[src/rtl/sar_seq_pkg.sv]
package sar_seq_pkg;
  typedef enum logic [1:0] {
    PH_IDLE   = 2'd0,
    PH_SAMPLE = 2'd1,
    PH_TRIAL  = 2'd2
  } sar_phase_e;
endpackage

[src/rtl/sar_phase_ctl.sv]
module sar_phase_ctl
  import sar_seq_pkg::*;
#(
  parameter int N  = 8,
  parameter int IW = 3
) (
  input  logic          clk,
  input  logic          rst_n,
  input  logic          start_i,
  output sar_phase_e    phase_o,
  output logic [IW-1:0] idx_o,
  output logic          load_o,
  output logic          step_o,
  output logic          last_o,
  output logic          eoc_o
);
  sar_phase_e    phase_q;
  logic [IW-1:0] idx_q;
  logic          eoc_q;

  assign load_o = (phase_q == PH_IDLE) && start_i;
  assign step_o = (phase_q == PH_TRIAL);
  assign last_o = step_o && (idx_q == '0);

  always_ff @(posedge clk or negedge rst_n) begin
    if (!rst_n) begin
      phase_q <= PH_IDLE;
      idx_q   <= '0;
      eoc_q   <= 1'b0;
    end else begin
      eoc_q <= last_o;
      case (phase_q)
        PH_IDLE:   if (start_i) phase_q <= PH_SAMPLE;
        PH_SAMPLE: begin
          phase_q <= PH_TRIAL;
          idx_q   <= IW'(N-1);
        end
        PH_TRIAL: begin
          if (idx_q == '0) phase_q <= PH_IDLE;
          else             idx_q   <= idx_q - 1'b1;
        end
        default:   phase_q <= PH_IDLE;
      endcase
    end
  end

  assign phase_o = phase_q;
  assign idx_o   = idx_q;
  assign eoc_o   = eoc_q;

  // the sample phase lasts one cycle and is always followed by trials
  p_sample_single_r1: assert property (@(posedge clk) disable iff (!rst_n)
    (phase_q == PH_SAMPLE) |=> (phase_q == PH_TRIAL));

  // trials begin at the most significant bit
  p_first_trial_r2: assert property (@(posedge clk) disable iff (!rst_n)
    $rose(phase_q == PH_TRIAL) |-> (idx_q == IW'(N-1)));

  // end-of-conversion follows the last trial and only that
  p_eoc_follows_r5: assert property (@(posedge clk) disable iff (!rst_n)
    eoc_q |-> ($past(phase_q) == PH_TRIAL) && (phase_q == PH_IDLE));

  // no sample phase directly after a trial cycle
  p_no_resample_r6: assert property (@(posedge clk) disable iff (!rst_n)
    (phase_q == PH_TRIAL) |=> (phase_q != PH_SAMPLE));
endmodule

[src/rtl/sar_trial_reg.sv]
module sar_trial_reg #(
  parameter int N  = 8,
  parameter int IW = 3
) (
  input  logic          clk,
  input  logic          rst_n,
  input  logic          load_i,
  input  logic          step_i,
  input  logic          last_i,
  input  logic [IW-1:0] idx_i,
  input  logic          cmp_i,
  output logic [N-1:0]  trial_o,
  output logic [N-1:0]  result_o
);
  logic [N-1:0] trial_q;
  logic [N-1:0] result_q;
  logic [N-1:0] low_mask;

  for (genvar i = 0; i < N; i++) begin : g_bit
    always_ff @(posedge clk or negedge rst_n) begin
      if (!rst_n)
        trial_q[i] <= 1'b0;
      else if (load_i)
        trial_q[i] <= (i == N-1);
      else if (step_i) begin
        if (int'(idx_i) == i)
          trial_q[i] <= cmp_i;
        else if (int'(idx_i) == i+1)
          trial_q[i] <= 1'b1;
      end
    end
  end

  always_ff @(posedge clk or negedge rst_n) begin
    if (!rst_n)
      result_q <= '0;
    else if (last_i)
      result_q <= {trial_q[N-1:1], cmp_i};
  end

  always_comb begin
    for (int j = 0; j < N; j++) low_mask[j] = (j <= int'(idx_i));
  end

  assign trial_o  = trial_q;
  assign result_o = result_q;

  // exactly one set bit at or below the bit under trial
  p_trial_shape_r3: assert property (@(posedge clk) disable iff (!rst_n)
    step_i |-> ($countones(trial_q & low_mask) == 1) && trial_q[idx_i]);

  // the decided bit takes the comparator verdict
  p_decision_r4: assert property (@(posedge clk) disable iff (!rst_n)
    step_i |=> (trial_q[$past(idx_i)] == $past(cmp_i)));

  // the result bus moves only with a finishing trial
  p_result_hold_r5: assert property (@(posedge clk) disable iff (!rst_n)
    !$past(last_i) |-> $stable(result_q));
endmodule

[src/rtl/sar_seq_ctrl.sv]
module sar_seq_ctrl
  import sar_seq_pkg::*;
#(
  parameter int N = 8
) (
  input  logic         clk,
  input  logic         rst_n,
  input  logic         start_i,
  input  logic         cmp_ge_i,
  output logic         smp_hold_o,
  output logic         busy_o,
  output logic [N-1:0] dac_code_o,
  output logic         eoc_o,
  output logic [N-1:0] result_o
);
  localparam int IW = (N > 1) ? $clog2(N) : 1;

  sar_phase_e    phase;
  logic [IW-1:0] idx;
  logic          load, step, last;

  sar_phase_ctl #(.N(N), .IW(IW)) u_ctl (
    .clk    (clk),
    .rst_n  (rst_n),
    .start_i(start_i),
    .phase_o(phase),
    .idx_o  (idx),
    .load_o (load),
    .step_o (step),
    .last_o (last),
    .eoc_o  (eoc_o)
  );

  sar_trial_reg #(.N(N), .IW(IW)) u_reg (
    .clk     (clk),
    .rst_n   (rst_n),
    .load_i  (load),
    .step_i  (step),
    .last_i  (last),
    .idx_i   (idx),
    .cmp_i   (cmp_ge_i),
    .trial_o (dac_code_o),
    .result_o(result_o)
  );

  assign smp_hold_o = (phase == PH_SAMPLE);
  assign busy_o     = (phase == PH_TRIAL);

  // a busy cycle is never followed by a sample strobe
  p_busy_no_strobe_r6: assert property (@(posedge clk) disable iff (!rst_n)
    busy_o |=> !smp_hold_o);
endmodule

[config.mk]
export PLATFORM = sky130hd
export DESIGN_NAME = sar_seq_ctrl
export DESIGN_NICKNAME = d
export VERILOG_FILES = /design/src/rtl/sar_seq_pkg.sv /design/src/rtl/sar_phase_ctl.sv /design/src/rtl/sar_trial_reg.sv /design/src/rtl/sar_seq_ctrl.sv
export SDC_FILE = /design/constraint.sdc
export NUM_CORES = 1
export LEC_CHECK = 0
export ABC_AREA = 1
export BUFFER_PORTS_ARGS = -buffer_cell sky130_fd_sc_hd__clkbuf_2
export CORE_ASPECT_RATIO = 1.4
export CORE_MARGIN = 4
export CORE_UTILIZATION = 35
export DETAILED_ROUTE_END_ITERATION = 8
export PLACE_DENSITY = 0.59
export SETUP_SLACK_MARGIN = 0.1
export SYNTH_ARGS = -nofsm -noshare
export SYNTH_HDL_FRONTEND = slang
export SYNTH_SLANG_ARGS = --single-unit
[constraint.sdc]
create_clock -name clk -period 1.7 [get_ports clk]
set_clock_uncertainty 0.15 [all_clocks]
set_input_delay 0.17 -clock clk [delete_from_list [all_inputs] [get_ports clk]]
set_output_delay 0.17 -clock clk [all_outputs]
set_load 0.01 [all_outputs]
After elaboration in Yosys (flattened, before gate mapping)
Cells that the tools add are included.

cells by class
  add/sub/neg operators = 1
  eq/ne operators = 12
  multiplexer cells = 36
  reductions and logical operators = 25

operators by type and width
  kind                                                                    number
  1-bit two-way mux                                                       31
  3-bit nonzero test                                                      7
  2-bit AND reduction                                                     10
  3-bit equality test (second input constant)                             4
  3-bit by 2-bit equality test with 1-bit output (second input constant)  2
  3-bit zero test                                                         2
  2-bit inequality test (second input constant)                           3
  2-bit case mux with 3 select lines                                      1
  3-bit case mux with 2 select lines                                      1
  2-bit nonzero test                                                      3
  2-bit two-way mux                                                       2
  3-bit by 1-bit equality test with 1-bit output (second input constant)  1
  3-bit two-way mux                                                       1
  3-bit by 1-bit subtractor with 3-bit output (second input constant)     1
  2-bit by 1-bit equality test with 1-bit output (second input constant)  1
  2-bit equality test (second input constant)                             1
  1-bit logical AND                                                       2
  2-bit zero test                                                         1

storage, ports and cells
  register bits = 22
  input port bits = 4
  output and inout port bits = 19
  logic and storage cells = 86

Logic depth before layout (Yosys ltp)
  depth in word-level cells = 5
  mapped depth = 8
  gate-level depth less buffers = 8

Hierarchy
A second synthesis with hierarchy kept.

unflattened totals
  cells, all modules = 122
  area, all modules = 1072.3 sq um

by module, submodules not included
  module         times used  cells an instance  area each (sq um)  sequential area each (sq um)
  sar_trial_reg  1           84                 749.5              400.4
  sar_phase_ctl  1           34                 307.8              150.1
  sar_seq_ctrl   1           4                  15.0               0.0

Worst setup path before layout
No wires, ideal clock.

  path type = register to register
  start point = register u_ctl.idx_q[0], in the netlist u_ctl.idx_o[0]
  end point = register u_reg.result_q[0], in the netlist u_reg.result_o[0]
  setup time = 0.130 ns
  arrival = 1.131 ns
  required time = 1.420 ns
  path slack = 0.289 ns
  cell stages (with the launch flop) = 8
  buffers on the path = 0
  period minus slack after synthesis = 1.411 ns
  cell sequence = dfrtp_1 inv_1 ha_1 inv_1 nor2_2 nand2_4 nand2_1 o21ai_0

on the way
  cells in the longest elaborated chain, start to end = 2

RTL lines
  what                    RTL line             text
  start, declared         sar_phase_ctl.sv:18  logic [IW-1:0] idx_q;
  start signal, assigned  sar_phase_ctl.sv:36  idx_q <= IW'(N-1);
  start signal, assigned  sar_phase_ctl.sv:40  else idx_q <= idx_q - 1'b1;
  3-bit zero test         sar_phase_ctl.sv:23  assign last_o = step_o && (idx_q == '0);
  1-bit logical AND       sar_phase_ctl.sv:23
  end signal, assigned    sar_trial_reg.sv:38  result_q <= {trial_q[N-1:1], cmp_i};
  end, declared           sar_trial_reg.sv:16  logic [N-1:0] result_q;

No other way between the ends.
A chain may end at the register's enable or synchronous reset.

Worst setup path after layout
  start point = register u_ctl.idx_q[1], in the netlist u_ctl.idx_o[1]
  end point = register u_reg.trial_q[5], in the netlist u_reg.trial_o[5]

on the way
  cells in the longest elaborated chain, start to end = 4
  elaborated cells between the ends (all ways) = 7
  classes of those cells = eq/ne: 2; mux: 3; reduce/logical: 2

RTL lines
  what                           RTL line             text
  3-bit equality test            sar_trial_reg.sv:26  if (int'(idx_i) == i)
  1-bit two-way mux              sar_trial_reg.sv:26
  1-bit two-way mux              sar_trial_reg.sv:25  else if (step_i) begin
  1-bit two-way mux              sar_trial_reg.sv:23  else if (load_i)
  end signal, assigned by index  sar_trial_reg.sv:24  trial_q[i] <= (i == N-1);
  end signal, assigned by index  sar_trial_reg.sv:27  trial_q[i] <= cmp_i;
  end, declared                  sar_trial_reg.sv:15  logic [N-1:0] trial_q;

Parallel ways exist; a longest one is shown, timed or not. The select of a mux whose other input is x is not followed.

==> results.md <==
* Result of the run: finished clean
* Final instance area at about 0.0015 sq mm
* Worst min path class: input pin to flip-flop
* Area taken by multi-input logic gates at 590.6 sq um
* Worst Max-Slew Pin Slew at 0.5454 ns
* Pwr/cell area at 1979 mW/mm^2
* Gr usage total at 0.1195
* # port buffers at 22
* Number of core rows at 25
* Clock Sinks at 22
* Global-route wire length before repair at about 4300 um
* Via count at between 900 and 1000
* Count of mapped cells out of synthesis at 151
* Via count of the first global-routing pass at 955
* Most used cell along the critical path: sky130_fd_sc_hd__nand2_1
* Global placer's final weighted congestion at 0.7399
* Antenna diode instance count at 0
* Number of failing hold endpoints at the final stage at 0
* Overall Power at about 2.9 mW
* Leading cell type in the layout, fill and taps excluded: sky130_fd_sc_hd__nand2_1
* CTS HTree Levels at 1
* Syn. warnings at 0
* Crit end category: flip-flop
* Instance count after placement with tap cells included at 210
* Post-synthesis sequential area ratio at 0.4413
* Deepest clock path buffer count at 2
* Core footprint at about 0.0034 sq mm
* Maximum number of pins on one net before global-route repair at 23
* Wirelength, routed at roughly 2400 um
* TritonCTS clock tree: built
* Routed wire length per instance at 11.05 um
* Highest ir drop seen on vdd at 1.024 mV
* Placed Area at roughly 0.0014 sq mm
* Inserted Clock Buffers at 3
* Max Cap Violations at 0
* Die height at 78.64 um
* Highest cell delay on the worst timing path at 0.42 ns
* Worst slew margin at 0.6364
* Io pins at 23
* Die ar. at about 0.0046 sq mm
* Type of element launching the critical path: flip-flop
* Remaining design rule violation count at 0
* Post-synthesis instance area at 0.001247 sq mm
* Layout area overhead at 17.45%
* Final net count at between 150 and 200
* Pre-CTS WS at 0.1103 ns
* Initial Util at 0.3659
* Commonest cells after routing, fill and taps aside: sky130_fd_sc_hd__nand2_1, sky130_fd_sc_hd__clkbuf_2, sky130_fd_sc_hd__dfrtp_1
* Accumulated negative setup slack at 0 ns
* Post-DP HPWL at about 1900 um
* Ratio of final minimum period to clock period at 0.8622
* Crit path required time at 1.71 ns
* Storage element area at 550.5 sq um
* Yosys reg bits at 22
* Number of cells in the finished layout apart from fillers at 216
* Total setup buffers inserted after CTS at 0
* Buffer cell driving the clock tree root: sky130_fd_sc_hd__clkbuf_8
* Crit path max fanout at 4
* Average cell area after synthesis at ~8.3 sq um
* Antenna violation net count after detailed routing at 0
* Number of fillers in the final layout at 356
* Crit Path Class: flip-flop to flip-flop
* Leakage power at between 0.8 and 0.9 nW
* Clock latency on the worst-skew pair at 0.26 ns
* Critical-path cell with the highest stage delay: sky130_fd_sc_hd__dfrtp_1
* Net count of the mapped netlist at 160
* Layout cells sized above 1 at 0.3125
* Final hold slack at 0.2008 ns
* Minimum clock period after layout at 1.466 ns
* WP data arrival at 1.47 ns
* Unrepaired setup endpoints after global routing: true
* Final worst-path setup slack at 0.2343 ns
* Chip Width at 58.46 um
* Number of distinct standard cells referenced by the synthesized netlist at 18
* Clock slew seen by the registers of the worst setup and hold paths at 0.08 ns
* Number of search-and-repair iterations in the first detailed-routing pass at 4
* Cell Chain, Critical Path: inv_1, ha_1, nand2_1, nand3_2, nand2_1, nand2_1, nand2_1
* Core occupancy in the finished layout at 0.4297
* F_max at a little under 700 MHz
* Starting DRT DRC Count at 15
* Number of setup violations in the final report at 0
* Max-slew violations at 0
* Initial antenna violation count at 0
* Global route overflow at 0
* Per-cell via count in the routed design at 4.458
layout make-up:
type	count	share of cell area
Multi-Input combinational cell	108	0.4031
Inverter	18	0.04953
Clock buffer	3	0.02818
Sequential cell	22	0.3757
Tap cell	40	0.03416
Timing Repair Buffer	24	0.08881
Clock inverter	1	0.02050
layer usage:
layer	global-route usage	vias up	routed length, um
met3	0.02467	5	143
met5	0	-	0
li1	-	515	-
met1	0.1430	423	1010
met4	0.04176	0	36
met2	0.2058	20	1195
synth_stat cells, drive strengths merged:
cell	n	area, sq um
nand3	23	157.7
a21oi	1	5.000
inv	18	72.57
ha	5	62.56
nor2	5	23.77
o21ai	2	10.01
nand2	71	306.5
buf	3	51.30
o211ai	1	7.510
dfrtp	22	550.5
registers in the layout (all words and copies together), names as in the netlist:
signal          cells
u_ctl.eoc_o         1
u_ctl.idx_o         3
u_ctl.phase_o       2
u_reg.result_o      8
u_reg.trial_o       8
cell families after synthesis:
logic type,count (synthesis),synth area share
adder cells (fa/ha/maj),5,0.05015
flip-flops,22,0.4413
AND/OR/NAND/NOR,99,0.3912
AO/OA/AOI/OAI,4,0.01805
buffers and inverters,21,0.09930
path summary, 6_finish.rpt:
| check | startpoint | end | slack (ns) | cells past startpoint |
|---|---|---|---|---|
| max | u_ctl.idx_o[1] | u_reg.trial_o[5] | 0.23 | 7 |
| min reg2reg | u_reg.trial_o[0] | u_reg.trial_o[0] | 0.33 | 2 |
| max reg2reg | u_ctl.idx_o[1] | u_reg.trial_o[5] | 0.23 | 7 |
| max in group asynchronous | rst_n | u_reg.result_o[4] | 0.77 | 2 |
| min in group asynchronous | rst_n | u_reg.trial_o[6] | 0.27 | 2 |
| min | start_i | u_ctl.phase_o[0] | 0.20 | 3 |
critical path, delay by kind of cell, from the launching register on:
kind | cells | cell delay, ns
simple gates | 5 | 0.40
flops | 1 | 0.42
fa+ha+maj | 1 | 0.24
buf+inv | 1 | 0.14
power breakdown:
group          switching [mW]  leakage [nW]  total, mW  internal [mW]
logic                   0.889         0.525       1.44          0.548
clock network           0.171        0.0357      0.485          0.314
registers               0.206         0.268      0.977          0.771
total                    1.27         0.829       2.90           1.63
timing repair:
action	4_1_cts	5_1_grt
endpoints found under the setup margin	4	12
pin swaps	0	0
gates resized for setup	1	3
hold buffers	2	0
endpoints found under the hold margin	23	0
No activity file was read; power rests on OpenSTA's default activity.
